===== config.mk =====
export PLATFORM = sky130hd
export DESIGN_NAME = clkrst_seq
export DESIGN_NICKNAME = d
export VERILOG_FILES = /design/src/rtl/clkrst_seq_pkg.sv /design/src/rtl/clkrst_seq_timer.sv /design/src/rtl/clkrst_seq_ctrl.sv /design/src/rtl/clkrst_seq.sv
export SDC_FILE = /design/constraint.sdc
export NUM_CORES = 1
export LEC_CHECK = 0
export ABC_AREA = 1
export CORE_UTILIZATION = 60
export CTS_BUF_LIST = sky130_fd_sc_hd__clkbuf_8
export CTS_CLUSTER_DIAMETER = 60
export DETAILED_ROUTE_END_ITERATION = 8
export PLACE_DENSITY = 0.91
export SLEW_MARGIN = 10
export SYNTH_ARGS = -nofsm -noshare
export SYNTH_HDL_FRONTEND = slang
export SYNTH_HIERARCHICAL = 1
export SYNTH_SLANG_ARGS = --single-unit

===== constraint.sdc =====
create_clock -name clk_i -period 2.1 [get_ports clk_i]
set_input_delay 0.21 -clock clk_i [delete_from_list [all_inputs] [get_ports clk_i]]
set_output_delay 0.21 -clock clk_i [all_outputs]
set_load 0.05 [all_outputs]

===== src/rtl/clkrst_seq_pkg.sv =====
package clkrst_seq_pkg;

  typedef enum logic [2:0] {
    ST_IDLE        = 3'd0,
    ST_RST_ASSERT  = 3'd1,
    ST_WAIT_SHORT  = 3'd2,
    ST_CLK_ON      = 3'd3,
    ST_WAIT_LONG   = 3'd4,
    ST_RST_RELEASE = 3'd5,
    ST_DONE        = 3'd6
  } seq_state_e;

  // Cycles covering a delay of ns nanoseconds at hz, rounded up, at least one.
  function automatic int delay_cycles(input int hz, input int ns);
    longint prod;
    longint cyc;
    prod = longint'(hz) * longint'(ns);
    cyc  = (prod + 64'd999_999_999) / 64'd1_000_000_000;
    if (cyc < 1) cyc = 1;
    return int'(cyc);
  endfunction

  function automatic int max_int(input int a, input int b);
    return (a > b) ? a : b;
  endfunction

endpackage


===== src/rtl/clkrst_seq_timer.sv =====
module clkrst_seq_timer #(
  parameter int SHORT_CYC = 2,
  parameter int LONG_CYC  = 4,
  localparam int CNT_W    = $clog2(clkrst_seq_pkg::max_int(SHORT_CYC, LONG_CYC) + 1)
) (
  input  logic clk_i,
  input  logic rst_ni,
  input  logic clr_i,
  input  logic long_i,
  output logic hit_o
);

  localparam logic [CNT_W-1:0] SHORT_LAST = CNT_W'(SHORT_CYC - 1);
  localparam logic [CNT_W-1:0] LONG_LAST  = CNT_W'(LONG_CYC - 1);

  logic [CNT_W-1:0] cnt_q;

  always_ff @(posedge clk_i or negedge rst_ni) begin
    if (!rst_ni)    cnt_q <= '0;
    else if (clr_i) cnt_q <= '0;
    else            cnt_q <= cnt_q + 1'b1;
  end

  assign hit_o = !clr_i && (cnt_q == (long_i ? LONG_LAST : SHORT_LAST));

endmodule


===== src/rtl/clkrst_seq_ctrl.sv =====
module clkrst_seq_ctrl
  import clkrst_seq_pkg::*;
#(
  parameter bit HAS_RST  = 1'b1,
  parameter bit CLK_INIT = 1'b0
) (
  input  logic       clk_i,
  input  logic       rst_ni,
  input  logic       en_req_i,
  input  logic       dis_req_i,
  input  logic       timer_hit_i,
  output seq_state_e state_o,
  output logic       timer_clr_o,
  output logic       timer_long_o,
  output logic       clk_en_o,
  output logic       periph_rst_o
);

  seq_state_e state_q, state_d;

  // Named internal events
  logic is_enabled;
  logic take_dis;
  logic take_en;
  logic ev_gate_on;
  logic ev_gate_off;
  logic ev_rst_set;
  logic ev_rst_clr;

  assign is_enabled  = clk_en_o && !periph_rst_o;
  assign take_dis    = (state_q == ST_IDLE) && dis_req_i;
  assign take_en     = (state_q == ST_IDLE) && en_req_i && !dis_req_i;
  assign ev_gate_on  = (state_q == ST_CLK_ON);
  assign ev_gate_off = take_dis;
  assign ev_rst_set  = (state_q == ST_RST_ASSERT);
  assign ev_rst_clr  = (state_q == ST_RST_RELEASE);

  always_comb begin
    state_d = state_q;
    unique case (state_q)
      ST_IDLE: begin
        if (take_dis)                state_d = ST_DONE;
        else if (take_en) begin
          if (is_enabled)            state_d = ST_DONE;
          else if (HAS_RST)          state_d = ST_RST_ASSERT;
          else                       state_d = ST_CLK_ON;
        end
      end
      ST_RST_ASSERT:                 state_d = ST_WAIT_SHORT;
      ST_WAIT_SHORT:  if (timer_hit_i) state_d = ST_CLK_ON;
      ST_CLK_ON:                     state_d = HAS_RST ? ST_WAIT_LONG : ST_DONE;
      ST_WAIT_LONG:   if (timer_hit_i) state_d = ST_RST_RELEASE;
      ST_RST_RELEASE:                state_d = ST_DONE;
      ST_DONE:                       state_d = ST_IDLE;
      default:                       state_d = ST_IDLE;
    endcase
  end

  always_ff @(posedge clk_i or negedge rst_ni) begin
    if (!rst_ni) state_q <= ST_IDLE;
    else         state_q <= state_d;
  end

  always_ff @(posedge clk_i or negedge rst_ni) begin
    if (!rst_ni)          clk_en_o <= CLK_INIT;
    else if (ev_gate_off) clk_en_o <= 1'b0;
    else if (ev_gate_on)  clk_en_o <= 1'b1;
  end

  generate
    if (HAS_RST) begin : g_rst
      logic prst_q;
      always_ff @(posedge clk_i or negedge rst_ni) begin
        if (!rst_ni)         prst_q <= 1'b1;
        else if (ev_rst_set) prst_q <= 1'b1;
        else if (ev_rst_clr) prst_q <= 1'b0;
      end
      assign periph_rst_o = prst_q;
    end else begin : g_norst
      assign periph_rst_o = 1'b0;
    end
  endgenerate

  assign state_o      = state_q;
  assign timer_clr_o  = !((state_q == ST_WAIT_SHORT) || (state_q == ST_WAIT_LONG));
  assign timer_long_o = (state_q == ST_WAIT_LONG);

endmodule


===== src/rtl/clkrst_seq.sv =====
module clkrst_seq
  import clkrst_seq_pkg::*;
#(
  parameter bit HAS_RST  = 1'b1,
  parameter bit CLK_INIT = 1'b0,
  parameter int CLK_HZ   = 100_000_000,
  parameter int SHORT_NS = 100_000,
  parameter int LONG_NS  = 10_000_000
) (
  input  logic clk_i,
  input  logic rst_ni,
  input  logic en_req_i,
  input  logic dis_req_i,
  output logic ready_o,
  output logic busy_o,
  output logic done_o,
  output logic clk_en_o,
  output logic periph_rst_o
);

  localparam int SHORT_CYC = delay_cycles(CLK_HZ, SHORT_NS);
  localparam int LONG_CYC  = delay_cycles(CLK_HZ, LONG_NS);

  seq_state_e state;
  logic       timer_clr;
  logic       timer_long;
  logic       timer_hit;

  clkrst_seq_ctrl #(
    .HAS_RST  (HAS_RST),
    .CLK_INIT (CLK_INIT)
  ) ctrl_i (
    .clk_i        (clk_i),
    .rst_ni       (rst_ni),
    .en_req_i     (en_req_i),
    .dis_req_i    (dis_req_i),
    .timer_hit_i  (timer_hit),
    .state_o      (state),
    .timer_clr_o  (timer_clr),
    .timer_long_o (timer_long),
    .clk_en_o     (clk_en_o),
    .periph_rst_o (periph_rst_o)
  );

  clkrst_seq_timer #(
    .SHORT_CYC (SHORT_CYC),
    .LONG_CYC  (LONG_CYC)
  ) timer_i (
    .clk_i  (clk_i),
    .rst_ni (rst_ni),
    .clr_i  (timer_clr),
    .long_i (timer_long),
    .hit_o  (timer_hit)
  );

  assign ready_o = (state == ST_IDLE);
  assign busy_o  = (state != ST_IDLE);
  assign done_o  = (state == ST_DONE);

endmodule


==> Word-level counts from Yosys, hierarchy flattened <==
Cells that the tools add are included.
Widths: inputs -> output; s select.
{ "word_totals": {"inputBits": 4, "register_bits": 25, "word_cells": 40, "output_inout_bits": 5} }
{ "classes": {"add_sub_neg": 1, "reduce_logical": 13, "eq_ne": 10, "n_mux": 12} }
{ "op_table": {"columns": ["cell", "n"], "rows": [
  ["$mux 20", 2],
  ["$add 20x1->20 const B", 1],
  ["$eq 20x20->1", 1],
  ["$pmux 3 s6", 1],
  ["$mux 3", 5],
  ["$eq 3x3->1 const B", 3],
  ["$eq 3x2->1 const B", 2],
  ["$logic_and 1x1->1", 5],
  ["$mux 1", 4],
  ["$reduce_bool 2->1", 2],
  ["$eq 3x1->1 const B", 1],
  ["$logic_not 3->1", 1],
  ["$ne 3x1->1 const B", 1],
  ["$reduce_and 3->1", 1],
  ["$reduce_bool 3->1", 1],
  ["$logic_not 1->1", 2],
  ["$ne 2x1->1 const B", 1],
  ["$ne 2x2->1 const B", 1],
  ["$logic_or 1x1->1", 1]
]} }

==> Logic depth before layout (Yosys ltp) <==
Gate-level depths: netlist of the first run.
{ "depth": {"word_depth": 6, "ltp_mapped": 15, "depth_no_buf": 15} }

==> By module <==
The synthesis of the first run kept the hierarchy.
{ "modules_own_cells": {"columns": ["module", "cells_each", "seq_area_each_um2", "n_inst", "area_each_um2"], "rows": [
  ["clkrst_seq_timer", 164, 500.5, 1, 1194.9],
  ["clkrst_seq_ctrl", 49, 126.4, 1, 325.3],
  ["clkrst_seq", 8, 0.0, 1, 30.0]
]} }

==> Worst setup path after synthesis of the first run <==
Ideal clock, no wire load.
{ "synth_path": {"path_kind": "register -> register", "start": "reg ctrl_i.state_q[1] (netlist: ctrl_i/state_o[1])", "end": "reg ctrl_i.state_q[1] (netlist: ctrl_i/state_o[1])", "stages_incl_launch_ff": 15, "t_required_ps": 1984, "setup_time_ps": 116, "period_less_slack_ps": 1702, "n_path_buf": 0, "arrival_time_ps": 1585, "path_slack_ps": 398, "cell_sequence": "dfrtp_1 nor2_1 nand2_1 nand2_1 inv_1 inv_1 nand3_1 nor3_1 nand2_1 nor2_1 inv_1 nand3_2 nand2_2 nand2_1 nand2_1"} }
{ "synth_between": {"elab_chain_cells": 6, "word_cells_on_any_way": 19, "cone_classes": "9 x eq/ne; 3 x mux; 7 x reduce/logical"} }
{ "synth_rtl": {"columns": ["item", "line", "text"], "rows": [
  ["start, declared", "clkrst_seq_ctrl.sv:19", "seq_state_e state_q, state_d;"],
  ["start signal, assigned", "clkrst_seq_ctrl.sv:61", "else state_q <= state_d;"],
  ["$eq 3x3->1", "clkrst_seq_ctrl.sv:85, clkrst_seq_ctrl.sv:86", null],
  ["$mux 20", "clkrst_seq_timer.sv:24", "assign hit_o = !clr_i && (cnt_q == (long_i ? LONG_LAST : SHORT_LAST));"],
  ["$eq 20x20->1", "clkrst_seq_timer.sv:24", null],
  ["$logic_and 1x1->1 (*)", "clkrst_seq_timer.sv:24", null],
  ["net timer_hit", "clkrst_seq.sv:27", "logic timer_hit;"],
  ["$ne 2x2->1 (no line) or $ne 2x1->1 (tied branches)", null, null],
  ["$reduce_and 3->1 (no line) (*)", null, null]
]} }
Mark *: on every way through the listed nets, which the timed path passes. The rest lies on a longest branch.
A chain may end at the register's enable or synchronous reset.

==> Worst setup path after layout of the first run <==
{ "layout_path": {"start": "reg ctrl_i.state_q[1] (netlist: ctrl_i/state_o[1])", "end": "out ready_o"} }
{ "layout_between": {"elab_chain_cells": 1} }
{ "layout_rtl": {"columns": ["item", "line", "text"], "rows": [
  ["$logic_not 3->1", "clkrst_seq.sv:56", "assign ready_o = (state == ST_IDLE);"],
  ["end, declared", "clkrst_seq.sv:14", "output logic ready_o,"]
]} }
No other way between the ends.

==> impl_metrics.prom, run 1 <==
# TYPE chip_impl_metric gauge
chip_impl_info{name="status",value="complete, no violations"} 1
chip_impl_metric{name="die_area",unit="um^2"} 2790
chip_impl_metric{name="grt_overflow",unit=""} 0
chip_impl_metric{name="first_iter_violations",unit=""} 58
chip_impl_metric{name="final_max_tran_viols",unit=""} 0
chip_impl_info{name="worstSetupPathType",value="reg -> out"} 1
chip_impl_metric{name="yosysTopAreaCellShare",unit=""} 0.387
chip_impl_metric{name="antennaDiodeCount",unit=""} 0
chip_impl_metric{name="multi_input_area",unit="um^2"} 783
chip_impl_metric{name="num_io_pins",unit=""} 9
chip_impl_info{name="synth.area.top_cells",value="dfrtp_1 39%, nand2_1 13%, nor2_1 9.7%, inv_1 7.7%, nor2_4 4.4%"} 1
chip_impl_metric{name="maximum_number_of_pins_on_one_net_before_global_route_repair",unit=""} 17
chip_impl_metric{name="vias_in_the_first_global_route",unit=""} 1265
chip_impl_metric{name="cts_num_sinks",unit=""} 25
chip_impl_metric{name="cap_violations",unit=""} 0
chip_impl_metric{name="die_w",unit="um"} 52.8
chip_impl_metric{name="die_h",unit="um"} 52.8
chip_impl_info{name="cts-root-buf",value="clkbuf_8"} 1
chip_impl_metric{name="dp_hpwl",unit="mm"} 2.37
chip_impl_metric{name="post-cts-setup-buffer-count",unit=""} 0
chip_impl_metric{name="seq_area",unit="um^2"} 627
chip_impl_metric{name="cts-buffers-inserted",unit=""} 3
chip_impl_metric{name="synth-seq-cells",unit=""} 25
chip_impl_metric{name="htreeDepth",unit=""} 1
chip_impl_metric{name="synth.yosys.seq_area_share",unit=""} 0.404
chip_impl_metric{name="post_synth_cell_types",unit=""} 25
chip_impl_metric{name="crit_fanout",unit=""} 9
chip_impl_metric{name="syn_inst",unit=""} 221
chip_impl_metric{name="initial_utilization",unit=""} 0.631
chip_impl_metric{name="avgViaCountPerCell",unit=""} 5.34
chip_impl_metric{name="num_vias",unit=""} 1411
chip_impl_metric{name="period_share",unit=""} 0.941
chip_impl_metric{name="ys_warn_count",unit=""} 6
chip_impl_metric{name="max-vdd-ir-drop",unit="uV"} 420
chip_impl_metric{name="post_route_cells_drive_above_1_share",unit=""} 0.107
chip_impl_metric{name="synth_fp_nets",unit=""} 226
chip_impl_metric{name="worst-slew-pin-transition",unit="ps"} 520
chip_impl_metric{name="clock_tree_buffer_depth",unit=""} 2
chip_impl_metric{name="routed_wire_length_per_instance",unit="um"} 11.9
chip_impl_metric{name="total_leakage_power",unit="nW"} 0.873
chip_impl_info{name="layout_commonest_cell",value="nand2_1"} 1
chip_impl_metric{name="area_growth_syn_to_layout",unit="%"} 11.5
chip_impl_metric{name="final.setup_skew",unit="ps"} 0.750
chip_impl_metric{name="totalWireLength",unit="mm"} 3.15
chip_impl_metric{name="total_negative_setup_slack",unit="ps"} 0
chip_impl_metric{name="placeableCoreArea",unit="um^2"} 2450
chip_impl_metric{name="number_of_antenna_violations_at_the_first_check_in_global_routing",unit=""} 0
chip_impl_metric{name="final_worst_path_period_need",unit="ps"} 1980
chip_impl_metric{name="grt_util_all_layers",unit=""} 0.255
chip_impl_metric{name="final_antenna_net_count",unit=""} 0
chip_impl_metric{name="critPathArrivalTime",unit="ps"} 1770
chip_impl_metric{name="cts_stage_hold_buffer_count",unit=""} 0
chip_impl_metric{name="timing.slew.headroom",unit=""} 0.652
chip_impl_info{name="worst_setup_path_end_kind",value="output port"} 1
chip_impl_metric{name="drc_viols",unit=""} 0
chip_impl_info{name="yosysTopAreaCell",value="dfrtp_1"} 1
chip_impl_info{name="unrepaired_setup_endpoints_after_global_routing",value="false"} 1
chip_impl_metric{name="worst_skew_pair.late_latency",unit="ps"} 270
chip_impl_metric{name="globalplace.congestion",unit=""} 0.915
chip_impl_metric{name="hold_violations",unit=""} 0
chip_impl_metric{name="number_of_iterations_in_the_first_detailed_routing_pass",unit=""} 4
chip_impl_metric{name="num-fill-cells",unit=""} 195
chip_impl_metric{name="power_density",unit="nW/um^2"} 465
chip_impl_info{name="type_of_element_launching_the_critical_path",value="register"} 1
chip_impl_metric{name="syn_area",unit="um^2"} 1550
chip_impl_metric{name="critical_path_required",unit="ps"} 1890
chip_impl_metric{name="layoutNonFillerInstCount",unit=""} 264
chip_impl_info{name="most-common-layout-cells",value="52 x nand2_1, 40 x nor2_1, 32 x inv_1"} 1
chip_impl_metric{name="first_pass_grt_wire_length",unit="mm"} 5.19
chip_impl_metric{name="clock.fmax",unit="GHz"} 0.506
chip_impl_metric{name="floorplan.rows",unit=""} 18
chip_impl_metric{name="ctsResizeCount",unit=""} 0
chip_impl_metric{name="worst_setup_hold_path_clk_slew",unit="ps"} 90
chip_impl_metric{name="final-setup-viol-count",unit=""} 0
chip_impl_metric{name="fin_util",unit=""} 0.704
chip_impl_metric{name="syn-mean-instance-area",unit="um^2"} 7.01
chip_impl_metric{name="dpl.cell_count",unit=""} 260
chip_impl_metric{name="layout.nets",unit=""} 240
chip_impl_metric{name="count_of_input_and_output_buffers",unit=""} 8
chip_impl_info{name="cts_tree",value="built"} 1
chip_impl_info{name="hold_class",value="in -> async"} 1
-- cells by family after synthesis --
family	synth area share
buffers and inverters	0.0904
DFF	0.404
and+or+nand+nor	0.404
adders and majority gates	0.00807
AOI/OAI and AO/OA	0.0936
-- worst max-delay path, cell delays in order (launching register included) --
cell,delay [ps]
dfrtp_1,480
inv_1,80
nand2_1,50
nor2_1,80
clkdlybuf4s50_1,800
-- final timing paths --
check / start / to / slack, ps / cells past startpoint
worst max-delay path: ctrl_i/state_o[1] / ready_o / 120 / 4
worst min-delay path: rst_ni / timer_i/cnt_q[12] / 270 / 1
worst max register to register: ctrl_i/state_o[1] / ctrl_i/state_o[1] / 270 / 14
worst min register to register: timer_i/cnt_q[0] / timer_i/cnt_q[0] / 500 / 1
max in group asynchronous: rst_ni / timer_i/cnt_q[19] / 1230 / 2
min in group clk_i: timer_i/cnt_q[0] / timer_i/cnt_q[0] / 500 / 1
-- synthesized netlist by cell type --
library cell	instances
nor3_2	1
inv_1	32
dfrtp_1	24
and2_1	1
nor2_8	1
nand3_1	11
o31ai_1	1
nand2_2	3
nand2_4	2
o21bai_1	1
dfstp_2	1
o21ai_0	11
nor2_4	6
a21oi_1	13
nor2_1	40
buf_2	1
nand3b_1	1
nand4_1	5
inv_2	4
and3_1	1
ha_1	1
nand3_2	1
o21ai_1	2
nor3_1	5
nand2_1	52
-- power breakdown --
| group | switching (W) | internal [W] |
|---|---|---|
| logic | 0.0000164 | 0.00000887 |
| registers | 0.000000505 | 0.000482 |
| clock network | 0.000162 | 0.000135 |
| total | 0.000179 | 0.000626 |
-- per-layer routing --
layer	vias up	track usage	routed length, um
met5	-	0	0
met3	6	0.0348	125
met1	649	0.310	1440
met2	36	0.451	1520
li1	720	-	-
met4	0	0.0921	68
-- state kept, by name, summed over array words and instances (netlist names) --
signal and flops:
timer_i/cnt_q 20, ctrl_i/state_o 3, ctrl_i/periph_rst_o 1, ctrl_i/clk_en_o 1
-- per-stage QoR --
step / total power [W] / setup slack [ps] / instance area (um^2) / hold WS, ps
after global placement: 0.000517 / 348 / 1680 / 477
after global routing: 0.000832 / 16.9 / 1730 / 316
final: 0.000804 / 123 / 1730 / 273
after floorplan: 0.000498 / 398 / 1550 / -85.6
after CTS: 0.000813 / 87.2 / 1730 / 286
after detailed placement: 0.000518 / 275 / 1680 / 491
-- layout make-up --
cell class                 instances  area share
clock buffer                       3      0.0239
tap                               30      0.0217
timing repair buffer              10      0.0564
clock inverter                     1     0.00434
inverter                          36      0.0781
multi-input combinational        159       0.453
sequential                        25       0.363
No activity file was read; power rests on OpenSTA's default activity.
==> inputs of run 2 (changes only) <==
SLEW_MARGIN = 5   (was 10)
==> results of run 2 <==
Final layout, timing and power as in run 1 (identical DEF).
==> inputs of run 3 (changes only) <==
SETUP_SLACK_MARGIN = 0.02   (was unset)
==> run 3 against run 2 <==
Effect of this change:
- combinational power barely moved
- first-iteration DRC count did not move
- cell count did not move
- critical endpoint is now busy_o
- sequential power barely moved
- power barely moved
- sequential cell count did not move
- largest cell class unchanged
- critical path depth fell by 1
- worst setup slack improved by 22 ps
==> impl_metrics.prom, run 3 (synthesis results as in run 1) <==
# TYPE chip_impl_metric gauge
chip_impl_info{name="status",value="complete, no violations"} 1
chip_impl_metric{name="critPathArrivalTime",unit="ps"} 1750
chip_impl_metric{name="largest_reg_flops",unit=""} 20
chip_impl_info{name="crit_path_cell_trace",value="nor2_1 -> nand2_1 -> clkdlybuf4s50_1"} 1
chip_impl_metric{name="final_antenna_net_count",unit=""} 0
chip_impl_metric{name="totalWireLength",unit="mm"} 3.15
chip_impl_metric{name="routed_wire_length_per_instance",unit="um"} 11.9
chip_impl_metric{name="die_w",unit="um"} 52.8
chip_impl_metric{name="critical_path_required",unit="ps"} 1890
chip_impl_metric{name="cts-buffers-inserted",unit=""} 3
chip_impl_metric{name="floorplan.rows",unit=""} 18
chip_impl_metric{name="grt_overflow",unit=""} 0
chip_impl_metric{name="htreeDepth",unit=""} 1
chip_impl_metric{name="num_io_pins",unit=""} 9
chip_impl_metric{name="post-cts-setup-buffer-count",unit=""} 0
chip_impl_metric{name="avgViaCountPerCell",unit=""} 5.34
chip_impl_metric{name="worst_skew_pair.late_latency",unit="ps"} 270
chip_impl_metric{name="maximum_number_of_pins_on_one_net_before_global_route_repair",unit=""} 17
chip_impl_metric{name="placeableCoreArea",unit="um^2"} 2450
chip_impl_info{name="cts-root-buf",value="clkbuf_8"} 1
chip_impl_metric{name="crit_fanout",unit=""} 10
chip_impl_metric{name="worst_setup_hold_path_clk_slew",unit="ps"} 90
chip_impl_metric{name="max-vdd-ir-drop",unit="uV"} 420
chip_impl_metric{name="dpl.cell_count",unit=""} 260
chip_impl_info{name="layout_commonest_cell",value="nand2_1"} 1
chip_impl_metric{name="vias_in_the_first_global_route",unit=""} 1265
chip_impl_metric{name="final_worst_path_period_need",unit="ps"} 1960
chip_impl_metric{name="drc_viols",unit=""} 0
chip_impl_metric{name="first_iter_violations",unit=""} 58
chip_impl_metric{name="max_stage_delay",unit="ps"} 790
chip_impl_metric{name="power_density",unit="nW/um^2"} 465
chip_impl_metric{name="num_vias",unit=""} 1411
chip_impl_metric{name="globalplace.congestion",unit=""} 0.915
chip_impl_metric{name="layoutNonFillerInstCount",unit=""} 264
chip_impl_metric{name="place_worst_setup_slack",unit="ps"} 275
chip_impl_metric{name="initial_utilization",unit=""} 0.631
chip_impl_metric{name="timing.hold.ws",unit="ps"} 273
chip_impl_metric{name="period_share",unit=""} 0.931
chip_impl_metric{name="area_growth_syn_to_layout",unit="%"} 11.7
chip_impl_info{name="cp_slowest_cell",value="clkdlybuf4s50_1"} 1
chip_impl_metric{name="post_route_cells_drive_above_1_share",unit=""} 0.107
chip_impl_metric{name="total_leakage_power",unit="nW"} 0.892
chip_impl_metric{name="final.setup_skew",unit="ps"} 0.750
chip_impl_metric{name="first_pass_grt_wire_length",unit="mm"} 5.19
chip_impl_metric{name="cap_violations",unit=""} 0
chip_impl_metric{name="grt_util_all_layers",unit=""} 0.255
chip_impl_metric{name="number_of_antenna_violations_at_the_first_check_in_global_routing",unit=""} 0
chip_impl_info{name="most-common-layout-cells",value="52 x nand2_1, 40 x nor2_1, 32 x inv_1"} 1
chip_impl_metric{name="worst-slew-pin-transition",unit="ps"} 520
chip_impl_metric{name="die_area",unit="um^2"} 2790
chip_impl_metric{name="dp_hpwl",unit="mm"} 2.37
chip_impl_metric{name="cts_num_sinks",unit=""} 25
chip_impl_metric{name="number_of_iterations_in_the_first_detailed_routing_pass",unit=""} 4
chip_impl_metric{name="clock.fmax",unit="GHz"} 0.511
chip_impl_info{name="unrepaired_setup_endpoints_after_global_routing",value="false"} 1
chip_impl_info{name="type_of_element_launching_the_critical_path",value="register"} 1
chip_impl_info{name="worst_setup_path_end_kind",value="output port"} 1
chip_impl_metric{name="setup_ws",unit="ps"} 145
chip_impl_metric{name="timing.slew.headroom",unit=""} 0.652
chip_impl_metric{name="layout.nets",unit=""} 240
chip_impl_metric{name="final_max_tran_viols",unit=""} 0
chip_impl_metric{name="total_negative_setup_slack",unit="ps"} 0
chip_impl_info{name="hold_class",value="in -> async"} 1
chip_impl_info{name="worstSetupPathType",value="reg -> out"} 1
chip_impl_metric{name="hold_violations",unit=""} 0
chip_impl_metric{name="clock_tree_buffer_depth",unit=""} 2
chip_impl_metric{name="antennaDiodeCount",unit=""} 0
chip_impl_info{name="regMostFlops",value="timer_i/cnt_q"} 1
chip_impl_metric{name="final-setup-viol-count",unit=""} 0
chip_impl_info{name="cts_tree",value="built"} 1
chip_impl_metric{name="die_h",unit="um"} 52.8
chip_impl_metric{name="count_of_input_and_output_buffers",unit=""} 8
[run 3: layout make-up]
class / instances / area (um^2)
inverter: 36 / 135
tap: 30 / 37.5
sequential: 25 / 627
clock inverter: 1 / 7.51
multi-input combinational: 159 / 783
clock buffer: 3 / 41.3
fill: 194 / 723
timing repair buffer: 10 / 100
[run 3: report_power, final]
| group | internal, W | total [W] | switching, W |
|---|---|---|---|
| Combinational | 0.00000887 | 0.0000252 | 0.0000164 |
| Sequential | 0.000482 | 0.000483 | 0.000000505 |
| Clock | 0.000135 | 0.000297 | 0.000162 |
[run 3: repair_timing]
item | CTS | global route
endpoints found under the setup margin | 0 | 2
endpoints found under the hold margin | 0 | 0
hold buffers | 0 | 0
gates resized for setup | 0 | 2
[run 3: per-layer routing]
layer / up-vias / wire (um) / track usage
met5: - / 0 / 0
li1: 720 / - / -
met3: 6 / 125 / 0.0348
met4: 0 / 68 / 0.0921
met1: 649 / 1440 / 0.310
met2: 36 / 1520 / 0.451
[run 3: path summary, 6_finish.rpt]
path                                   start                 to  slack (ps)  cells after the start
setup / recovery           ctrl_i/state_o[2]             busy_o         140                      3
hold / removal                        rst_ni  timer_i/cnt_q[12]         270                      1
setup reg to reg           ctrl_i/state_o[1]  ctrl_i/state_o[1]         270                     14
hold reg to reg             timer_i/cnt_q[0]   timer_i/cnt_q[0]         500                      1
max in group asynchronous             rst_ni  timer_i/cnt_q[19]        1230                      2
min in group clk_i          timer_i/cnt_q[0]   timer_i/cnt_q[0]         500                      1
[run 3: critical path: cells and delay by family, from the launching register on]
family | cells | cell delay [ps]
simple gates | 2 | 130
buf+inv | 1 | 790
flops | 1 | 550
[run 3: through the flow]
step	utilization	area, um^2	power (W)
2_1_floorplan	-	1550	0.000498
3_3_place_gp	0.683	1680	0.000517
3_5_place_dp	0.683	1680	0.000518
4_1_cts	0.703	1730	0.000813
5_1_grt	0.705	1730	0.000832
6_report	0.705	1730	0.000804
